===== config.mk =====
export PLATFORM = sky130hd
export DESIGN_NAME = rtc_tick_timer
export DESIGN_NICKNAME = d
export VERILOG_FILES = /design/src/rtl/rtc_tick_pkg.sv /design/src/rtl/rtc_tick_prescaler.sv /design/src/rtl/rtc_tick_regs.sv /design/src/rtl/rtc_tick_counter.sv /design/src/rtl/rtc_tick_timer.sv
export SDC_FILE = /design/constraint.sdc
export NUM_CORES = 1
export LEC_CHECK = 0
export BUFFER_PORTS_ARGS = -buffer_cell sky130_fd_sc_hd__buf_2
export CAP_MARGIN = 20
export CORE_ASPECT_RATIO = 1.25
export CORE_UTILIZATION = 35
export CTS_BUF_LIST = sky130_fd_sc_hd__clkbuf_4
export CTS_CLUSTER_DIAMETER = 50
export DETAILED_ROUTE_END_ITERATION = 12
export SLEW_MARGIN = 10
export SYNTH_ARGS = -nofsm -noshare
export SYNTH_HDL_FRONTEND = slang
export SYNTH_SLANG_ARGS = --single-unit
export TNS_END_PERCENT = 30

===== constraint.sdc =====
create_clock -name clk -period 4.47 [get_ports clk]
set_input_delay 1.341 -clock clk [delete_from_list [all_inputs] [get_ports clk]]
set_output_delay 1.341 -clock clk [all_outputs]
set_load 0.02 [all_outputs]

===== src/rtl/rtc_tick_pkg.sv =====
package rtc_tick_pkg;
  typedef enum logic [1:0] {
    REG_PEND   = 2'd0,
    REG_CTRL   = 2'd1,
    REG_RELOAD = 2'd2,
    REG_LIVE   = 2'd3
  } reg_sel_e;

  localparam int CTRL_W     = 9;
  localparam int GEN_BIT    = 0;
  localparam int SEL_LSB    = 4;
  localparam int SEL_W      = 4;
  localparam int TICK_BIT   = 8;
  localparam int PEND_W     = 2;
  localparam int RELOAD_MIN = 2;
endpackage


===== src/rtl/rtc_tick_prescaler.sv =====
module rtc_tick_prescaler #(
  parameter int PRE_W = 15,
  parameter int SEL_W = 4
) (
  input  logic             clk,
  input  logic             rst_n,
  input  logic             src_en,
  input  logic [SEL_W-1:0] sel,
  output logic             strobe_o
);
  logic [PRE_W-1:0] pre_q, pre_d, mask;

  always_comb begin
    for (int i = 0; i < PRE_W; i++) mask[i] = (i < int'(sel));
    strobe_o = src_en && ((pre_q & mask) == mask);
    pre_d    = src_en ? pre_q + 1'b1 : pre_q;
  end

  always_ff @(posedge clk or negedge rst_n) begin
    if (!rst_n) pre_q <= '0;
    else        pre_q <= pre_d;
  end
endmodule


===== src/rtl/rtc_tick_regs.sv =====
module rtc_tick_regs
  import rtc_tick_pkg::*;
#(
  parameter int DW    = 16,
  parameter int CNT_W = 16
) (
  input  logic              clk,
  input  logic              rst_n,
  input  logic              wr_en,
  input  logic [1:0]        addr,
  input  logic [DW-1:0]     wdata,
  input  logic              expire,
  input  logic              alarm_set,
  output logic [CTRL_W-1:0] ctrl_o,
  output logic [CNT_W-1:0]  reload_o,
  output logic [PEND_W-1:0] pend_o,
  output logic              start_o,
  output logic              stop_o
);
  logic [CTRL_W-1:0] ctrl_q, ctrl_d, new_ctrl;
  logic [CNT_W-1:0]  reload_q, reload_d;
  logic [PEND_W-1:0] pend_q, pend_d, clr;
  logic              wr_ctrl, wr_reload, wr_pend;

  always_comb begin
    wr_ctrl   = wr_en && (addr == REG_CTRL);
    wr_reload = wr_en && (addr == REG_RELOAD);
    wr_pend   = wr_en && (addr == REG_PEND);
    new_ctrl  = wdata[CTRL_W-1:0];

    start_o = wr_ctrl && new_ctrl[GEN_BIT] && new_ctrl[TICK_BIT] &&
              !ctrl_q[TICK_BIT] && (reload_q != '0);
    stop_o  = wr_ctrl && ((ctrl_q[GEN_BIT] && !new_ctrl[GEN_BIT]) ||
              (new_ctrl[GEN_BIT] && ctrl_q[TICK_BIT] && !new_ctrl[TICK_BIT]));

    ctrl_d   = wr_ctrl ? new_ctrl : ctrl_q;
    reload_d = (wr_reload && (wdata > DW'(RELOAD_MIN))) ? wdata[CNT_W-1:0] : reload_q;
    clr      = wr_pend ? wdata[PEND_W-1:0] : '0;
    pend_d   = (pend_q & ~clr) | {alarm_set, expire};
  end

  always_ff @(posedge clk or negedge rst_n) begin
    if (!rst_n) begin
      ctrl_q   <= '0;
      reload_q <= '0;
      pend_q   <= '0;
    end else begin
      ctrl_q   <= ctrl_d;
      reload_q <= reload_d;
      pend_q   <= pend_d;
    end
  end

  assign ctrl_o   = ctrl_q;
  assign reload_o = reload_q;
  assign pend_o   = pend_q;
endmodule


===== src/rtl/rtc_tick_counter.sv =====
module rtc_tick_counter #(
  parameter int CNT_W = 16
) (
  input  logic             clk,
  input  logic             rst_n,
  input  logic             start,
  input  logic             stop,
  input  logic             strobe,
  input  logic [CNT_W-1:0] reload,
  output logic [CNT_W-1:0] cnt_o,
  output logic             running_o,
  output logic             expire_o
);
  logic [CNT_W-1:0] cnt_q, cnt_d;
  logic             run_q, run_d;

  always_comb begin
    cnt_d    = cnt_q;
    run_d    = run_q;
    expire_o = 1'b0;
    if (start) begin
      cnt_d = reload;
      run_d = 1'b1;
    end else if (stop) begin
      run_d = 1'b0;
    end else if (run_q && strobe) begin
      if (cnt_q <= CNT_W'(1)) begin
        cnt_d    = reload;
        expire_o = 1'b1;
      end else begin
        cnt_d = cnt_q - 1'b1;
      end
    end
  end

  always_ff @(posedge clk or negedge rst_n) begin
    if (!rst_n) begin
      cnt_q <= '0;
      run_q <= 1'b0;
    end else begin
      cnt_q <= cnt_d;
      run_q <= run_d;
    end
  end

  assign cnt_o     = cnt_q;
  assign running_o = run_q;
endmodule


===== src/rtl/rtc_tick_timer.sv =====
module rtc_tick_timer
  import rtc_tick_pkg::*;
#(
  parameter int DW    = 16,
  parameter int CNT_W = 16,
  parameter int PRE_W = 15
) (
  input  logic          clk,
  input  logic          rst_n,
  input  logic          src_en,
  input  logic          alarm_set,
  input  logic          wr_en,
  input  logic [1:0]    addr,
  input  logic [DW-1:0] wdata,
  output logic [DW-1:0] rdata,
  output logic          irq_tick,
  output logic          irq_alarm
);
  logic [1:0]        rst_sync_q;
  logic              rst_int_n;
  logic [CTRL_W-1:0] ctrl_q;
  logic [CNT_W-1:0]  reload_q, cnt_q;
  logic [PEND_W-1:0] pend_q;
  logic              start, stop, strobe, expire, running_q;

  always_ff @(posedge clk or negedge rst_n) begin
    if (!rst_n) rst_sync_q <= 2'b00;
    else        rst_sync_q <= {rst_sync_q[0], 1'b1};
  end
  assign rst_int_n = rst_sync_q[1];

  rtc_tick_prescaler #(.PRE_W(PRE_W), .SEL_W(SEL_W)) u_pre (
    .clk(clk), .rst_n(rst_int_n), .src_en(src_en),
    .sel(ctrl_q[SEL_LSB +: SEL_W]), .strobe_o(strobe)
  );

  rtc_tick_regs #(.DW(DW), .CNT_W(CNT_W)) u_regs (
    .clk(clk), .rst_n(rst_int_n), .wr_en(wr_en), .addr(addr), .wdata(wdata),
    .expire(expire), .alarm_set(alarm_set), .ctrl_o(ctrl_q),
    .reload_o(reload_q), .pend_o(pend_q), .start_o(start), .stop_o(stop)
  );

  rtc_tick_counter #(.CNT_W(CNT_W)) u_cnt (
    .clk(clk), .rst_n(rst_int_n), .start(start), .stop(stop), .strobe(strobe),
    .reload(reload_q), .cnt_o(cnt_q), .running_o(running_q), .expire_o(expire)
  );

  always_comb begin
    unique case (addr)
      REG_PEND:   rdata = DW'(pend_q);
      REG_CTRL:   rdata = DW'(ctrl_q);
      REG_RELOAD: rdata = DW'(reload_q);
      default:    rdata = DW'(cnt_q);
    endcase
  end

  assign irq_tick  = pend_q[0];
  assign irq_alarm = pend_q[1];
endmodule


=== After elaboration in Yosys (flattened, before gate mapping) ===
Index checks and enable logic that the tools add are counted.

* Register bits after elaboration: 61
* Output and inout bits: 18
* Logic and storage cells: 69

* Add/sub/neg operators: 2
* Reductions and logical operators: 23
* Multiplexer cells: 12
* Magnitude comparators: 17
* Bitwise gates (word level): 4
* Equal/unequal tests: 4

{| class="wikitable"
|+ Operators with widths
! cell !! number
|-
| 2-to-1 mux 16 bit || 4
|-
| one-hot mux 16 bit (3 select lines) || 1
|-
| < comparator 4 bit, first input constant || 7
|-
| greater-than comparator 16 x 2 -> 1 bit, second input constant || 1
|-
| less-or-equal comparator 16 x 1 -> 1 bit, second input constant || 1
|-
| < comparator 3 x 4 -> 1 bit, first input constant || 4
|-
| nonzero test 16 bit || 1
|-
| subtractor 16 x 1 -> 16 bit, second input constant || 1
|-
| adder 15 x 1 -> 15 bit, second input constant || 1
|-
| AND 15 bit || 1
|-
| == test 15 bit || 1
|-
| logical AND 1 bit || 14
|-
| < comparator 1 x 4 -> 1 bit, first input constant || 2
|-
| < comparator 2 x 4 -> 1 bit, first input constant || 2
|-
| 2-to-1 mux 1 bit || 6
|-
| nonzero test 2 bit || 2
|-
| logical NOT 1 bit || 3
|-
| AND 2 bit || 1
|-
| == test 2 x 1 -> 1 bit, second input constant || 1
|-
| == test 2 bit, second input constant || 1
|-
| logical NOT 2 bit || 1
|-
| 2-to-1 mux 2 bit || 1
|-
| inequality test 2 bit, second input constant || 1
|-
| NOT 2 bit || 1
|-
| other kinds (3) || 3
|}

=== Longest topological paths before layout ===
* Depth after elaboration: 9
* Gate-level depth with buffers: 10
* Mapped depth without buffers: 8

=== By module ===
Synthesis repeated with hierarchy kept, for this count alone.

* Cells, all modules: 328
* Area total of the unflattened synthesis: 3624.7 um^2

{| class="wikitable"
|+ Modules (own cells, without submodules)
! module !! sequential area each (um^2) !! area an instance (um^2) !! times used !! cells an instance
|-
| rtc_tick_counter || 425.4 || 1191.1 || 1 || 134
|-
| rtc_tick_regs || 675.6 || 1176.1 || 1 || 76
|-
| rtc_tick_prescaler || 375.4 || 835.8 || 1 || 79
|-
| rtc_tick_timer || 50.0 || 421.7 || 1 || 39
|}

=== Worst setup path before layout ===
Ideal clock, no wire load.

* Kind: input to output
* Start: input addr[0]
* End: output rdata[12]
* Arrival: 2.521 ns
* Setup slack: 0.608 ns
* Stages on the path: 4
* Data required time: 3.129 ns
* Buffers on the path: 2
* Path through: clkbuf_1 > clkbuf_1 > mux2i_1 > nor2b_1

* Word-level cells in the longest chain between the ends: 2

{| class="wikitable"
|+ RTL lines
! element !! line !! RTL
|-
| from (decl) || rtc_tick_timer.sv:13 || <nowiki>input logic [1:0] addr,</nowiki>
|-
| == test 2 bit (tied with other cells) || rtc_tick_timer.sv:49 || <nowiki>unique case (addr)</nowiki>
|-
| one-hot mux 16 bit (3 select lines) (*) || rtc_tick_timer.sv:49 ||
|-
| to (decl) || rtc_tick_timer.sv:15 || <nowiki>output logic [DW-1:0] rdata,</nowiki>
|}

Mark *: on every way between the ends. The rest lies on a longest branch, timed or not.

=== Final worst setup path ===
* Start: input addr[1]
* End: output rdata[5]

Same word-level chain as after synthesis.

==> reports/results.ini <==
[setup_path]
crit_path_frequent_cell=sky130_fd_sc_hd__buf_2
critical_path_class=in2out
worstPathMaxFanout=23
setup.worst_path.end_class=output pin
slowest_delay_ns=0.52
cp-start-kind=input pin
timing.critical_path.required_ns=3.13
worstPathCellList=buf_2 -> nor2b_1 -> a22o_1 -> buf_2
critPathArrivalTime_ns=2.61
crit_slowest_cell=sky130_fd_sc_hd__nor2b_1

[synthesis]
synth_enable_flop_cells=0
synth_fp_nets=359
syn_area_um2=3353
synth_warnings=0
synth_top_family_by_area=simple AND/OR/NAND/NOR gates
synth_simple_gate_area_frac=0.1784
postSynthRegisterBits=61
multiplexer_share_of_the_synthesized_area=0.1459
yosys_most_used_dff=sky130_fd_sc_hd__dfrtp_1
synth_fa_ha_area_frac=0.01119
instance_count_of_the_mapped_netlist=333
synth_cell_type_count=50
avgSynthCellArea_um2=10.07
synth-compound-area-share=0.1399
seq_area_frac_synth=0.4552
synthArstFlopShare=1.000
synth-xor-area-share=0.03657

[floorplanning]
die_area_um2=9978
chipHeight_um=111.4
top_level_ports=41
std_cell_rows=39
core_um2=9223
initial_utilization=0.3636
die_width_um=89.55

[global_route]
antenna_found_initial=0
number_of_global_route_vias_before_repair=2721
grt-ovfl-total=0
grt_usage=0.1839
largest_net_degree_at_the_start_of_global_routing=60
first_pass_grt_wire_length_um=13800

[timing]
grt_setup_unrepaired=no
clock_skew_ns=0.01703
timing_max_transition_violations_final=0
post-route-worst-setup-slack_ns=0.5184
timing.final.setup_violations=0
finalCritPeriodShare=0.8840
clock.fmax_mhz=253.1
maxSlewHeadroom=0.4674
timing_worst_slew_pin_value_ns=0.7885
finalWorstPathRequiredPeriod_ns=3.952
fin_tns_setup_ns=0
final_hold_viol_count=0

[route]
detail_route.drc_violations=0
drt.antenna.violating_nets=0
initialDrtViolationCount=123
drt_pass1_iterations=4
detailroute.via_count=2710
post_drt_via_cell_ratio=5.420
avgRoutedWirePerCell_um=16.44
totalWireLength_um=8222

[placed_design]
buffer_ports.inserted=40
finalWeightedCongestion=0.8019
pre_cts_ws_ns=0.4695
detailed_place_hpwl_um=6086

[finish]
layout-area-overhead-vs-synth_pct=13.21
layout-drive-gt1-share=0.2599
most_common_library_cell_in_the_layout_ignoring_fill_and_taps=sky130_fd_sc_hd__dfrtp_1
antenna_cells=0
finish.net_count=398
commonest_non_fill_non_tap_cells_in_the_layout=sky130_fd_sc_hd__dfrtp_1, sky130_fd_sc_hd__buf_2, sky130_fd_sc_hd__mux2_2, sky130_fd_sc_hd__nand2_1, sky130_fd_sc_hd__a21oi_1

[flow_run]
timing.max_cap.violations=0

[cts]
tritoncts=built
cts_resized=0
clk_pin_slew_ns=0.11
number_of_post_cts_setup_repair_buffers=0
clockRootBuffer=sky130_fd_sc_hd__clkbuf_4
cts_inserted_buffers=9
h-tree-depth=3
clkSinkCount=61
clock_latency_late_sink_ns=0.43
postCtsHoldBufs=0
clockBufferDepth=2

[pwr]
power_per_cell_area_nw_per_um2=489.4
vdd_drop_max_v=0.0001892
post-layout-total-power_mw=1.858
leakagePower_nw=1.707

[outcome]
outcome=completed

[worst_hold_path]
hold_crit_path_type=reg2reg

## per-layer routing
metal | track usage | routed length, µm | vias up
li1 | - | - | 1297
met1 | 0.2254 | 3552 | 1326
met2 | 0.2934 | 3990 | 65
met3 | 0.04670 | 382 | 22
met4 | 0.09418 | 297 | 0
met5 | 0 | 0 | -
## registers in the layout, summed over array words and instances, names as in the netlist
register	count
rst_sync_q	2
u_cnt.cnt_o	16
u_cnt.running_o	1
u_pre.pre_q	15
u_regs.ctrl_o	9
u_regs.pend_o	2
u_regs.reload_o	16
## worst paths after layout
check                                      startpoint                          end  slack [ns]  depth (start not counted)
max                                           addr[1]                     rdata[5]        0.52                          4
min                           rst_sync_q[0]$_DFF_PN0_      rst_sync_q[1]$_DFF_PN0_        0.37                          0
max reg2reg                u_cnt.cnt_o[6]$_DFFE_PN0P_   u_cnt.cnt_o[9]$_DFFE_PN0P_        1.83                          6
min reg2reg                   rst_sync_q[0]$_DFF_PN0_      rst_sync_q[1]$_DFF_PN0_        0.37                          0
max in group asynchronous     rst_sync_q[1]$_DFF_PN0_  u_cnt.cnt_o[11]$_DFFE_PN0P_        3.50                          1
min in group asynchronous     rst_sync_q[1]$_DFF_PN0_  u_pre.pre_q[14]$_DFFE_PN0P_        0.42                          1
## synthesized netlist by cell type, types with 2 or more instances
master | n | area, µm²
sky130_fd_sc_hd__mux4_2 | 2 | 45.04
sky130_fd_sc_hd__or3_1 | 7 | 43.79
sky130_fd_sc_hd__nand2_1 | 31 | 116.4
sky130_fd_sc_hd__a21oi_1 | 29 | 145.1
sky130_fd_sc_hd__xnor2_1 | 11 | 96.34
sky130_fd_sc_hd__nor2_1 | 13 | 48.80
sky130_fd_sc_hd__mux2_2 | 31 | 349.1
sky130_fd_sc_hd__o21ai_1 | 11 | 55.05
sky130_fd_sc_hd__nand2b_1 | 5 | 31.28
sky130_fd_sc_hd__buf_6 | 2 | 22.52
sky130_fd_sc_hd__nor4_1 | 8 | 50.05
sky130_fd_sc_hd__dfrtp_1 | 61 | 1526
sky130_fd_sc_hd__o211ai_1 | 2 | 15.01
sky130_fd_sc_hd__ha_1 | 3 | 37.54
sky130_fd_sc_hd__a22o_1 | 10 | 87.58
sky130_fd_sc_hd__nand4_1 | 8 | 50.05
sky130_fd_sc_hd__nor2b_1 | 9 | 56.30
sky130_fd_sc_hd__or3_4 | 2 | 22.52
sky130_fd_sc_hd__nor3_1 | 7 | 35.03
sky130_fd_sc_hd__xor2_1 | 3 | 26.28
sky130_fd_sc_hd__mux2i_1 | 8 | 80.08
sky130_fd_sc_hd__nand3b_1 | 2 | 15.01
sky130_fd_sc_hd__nor3b_1 | 2 | 15.01
sky130_fd_sc_hd__inv_1 | 7 | 26.28
sky130_fd_sc_hd__a21o_1 | 2 | 15.01
sky130_fd_sc_hd__o21ai_0 | 10 | 50.05
sky130_fd_sc_hd__clkbuf_1 | 13 | 48.80
sky130_fd_sc_hd__nand3_1 | 11 | 55.05
sky130_fd_sc_hd__o32ai_1 | 2 | 17.52
## critical path: cells and delay by family
family | cells | cell delay [ns]
buf+inv | 2 | 0.50
simple gates | 1 | 0.52
compound gates | 1 | 0.24
## logic make-up after synthesis
family	count (synthesis)
other	1
AOI/OAI and AO/OA	76
adders and majority gates	3
and+or+nand+nor	112
DFF	61
buffers and inverters	24
muxes	42
xor gates and xnor gates	14
## area by class of cell
type	count	area, µm²
fill	916	5426
timing repair buffer	45	237.7
tap	123	153.9
multi-input combinational	248	1720
inverter	7	26.28
sequential	61	1528
clock buffer	10	75.07
clock inverter	6	55.05
## metrics by stage
stage	cells	instance area [µm²]	hold WS [ns]	util
floorplan	333	3353	0.3312	-
global placement	484	3666	0.3404	0.3975
detailed placement	484	3666	0.3449	0.3975
CTS	500	3796	0.3724	0.4116
global route	500	3796	0.3893	0.4116
finish	500	3796	0.3695	0.4116
## where the power goes
group	internal [mW]	switching (mW)	total, mW	leakage [nW]
clock	0.171	0.209	0.380	0.0729
combinational	0.282	0.330	0.612	0.879
sequential	0.682	0.183	0.866	0.756
total	1.14	0.722	1.86	1.71
Note: power is estimated with default switching activity, not from simulation.
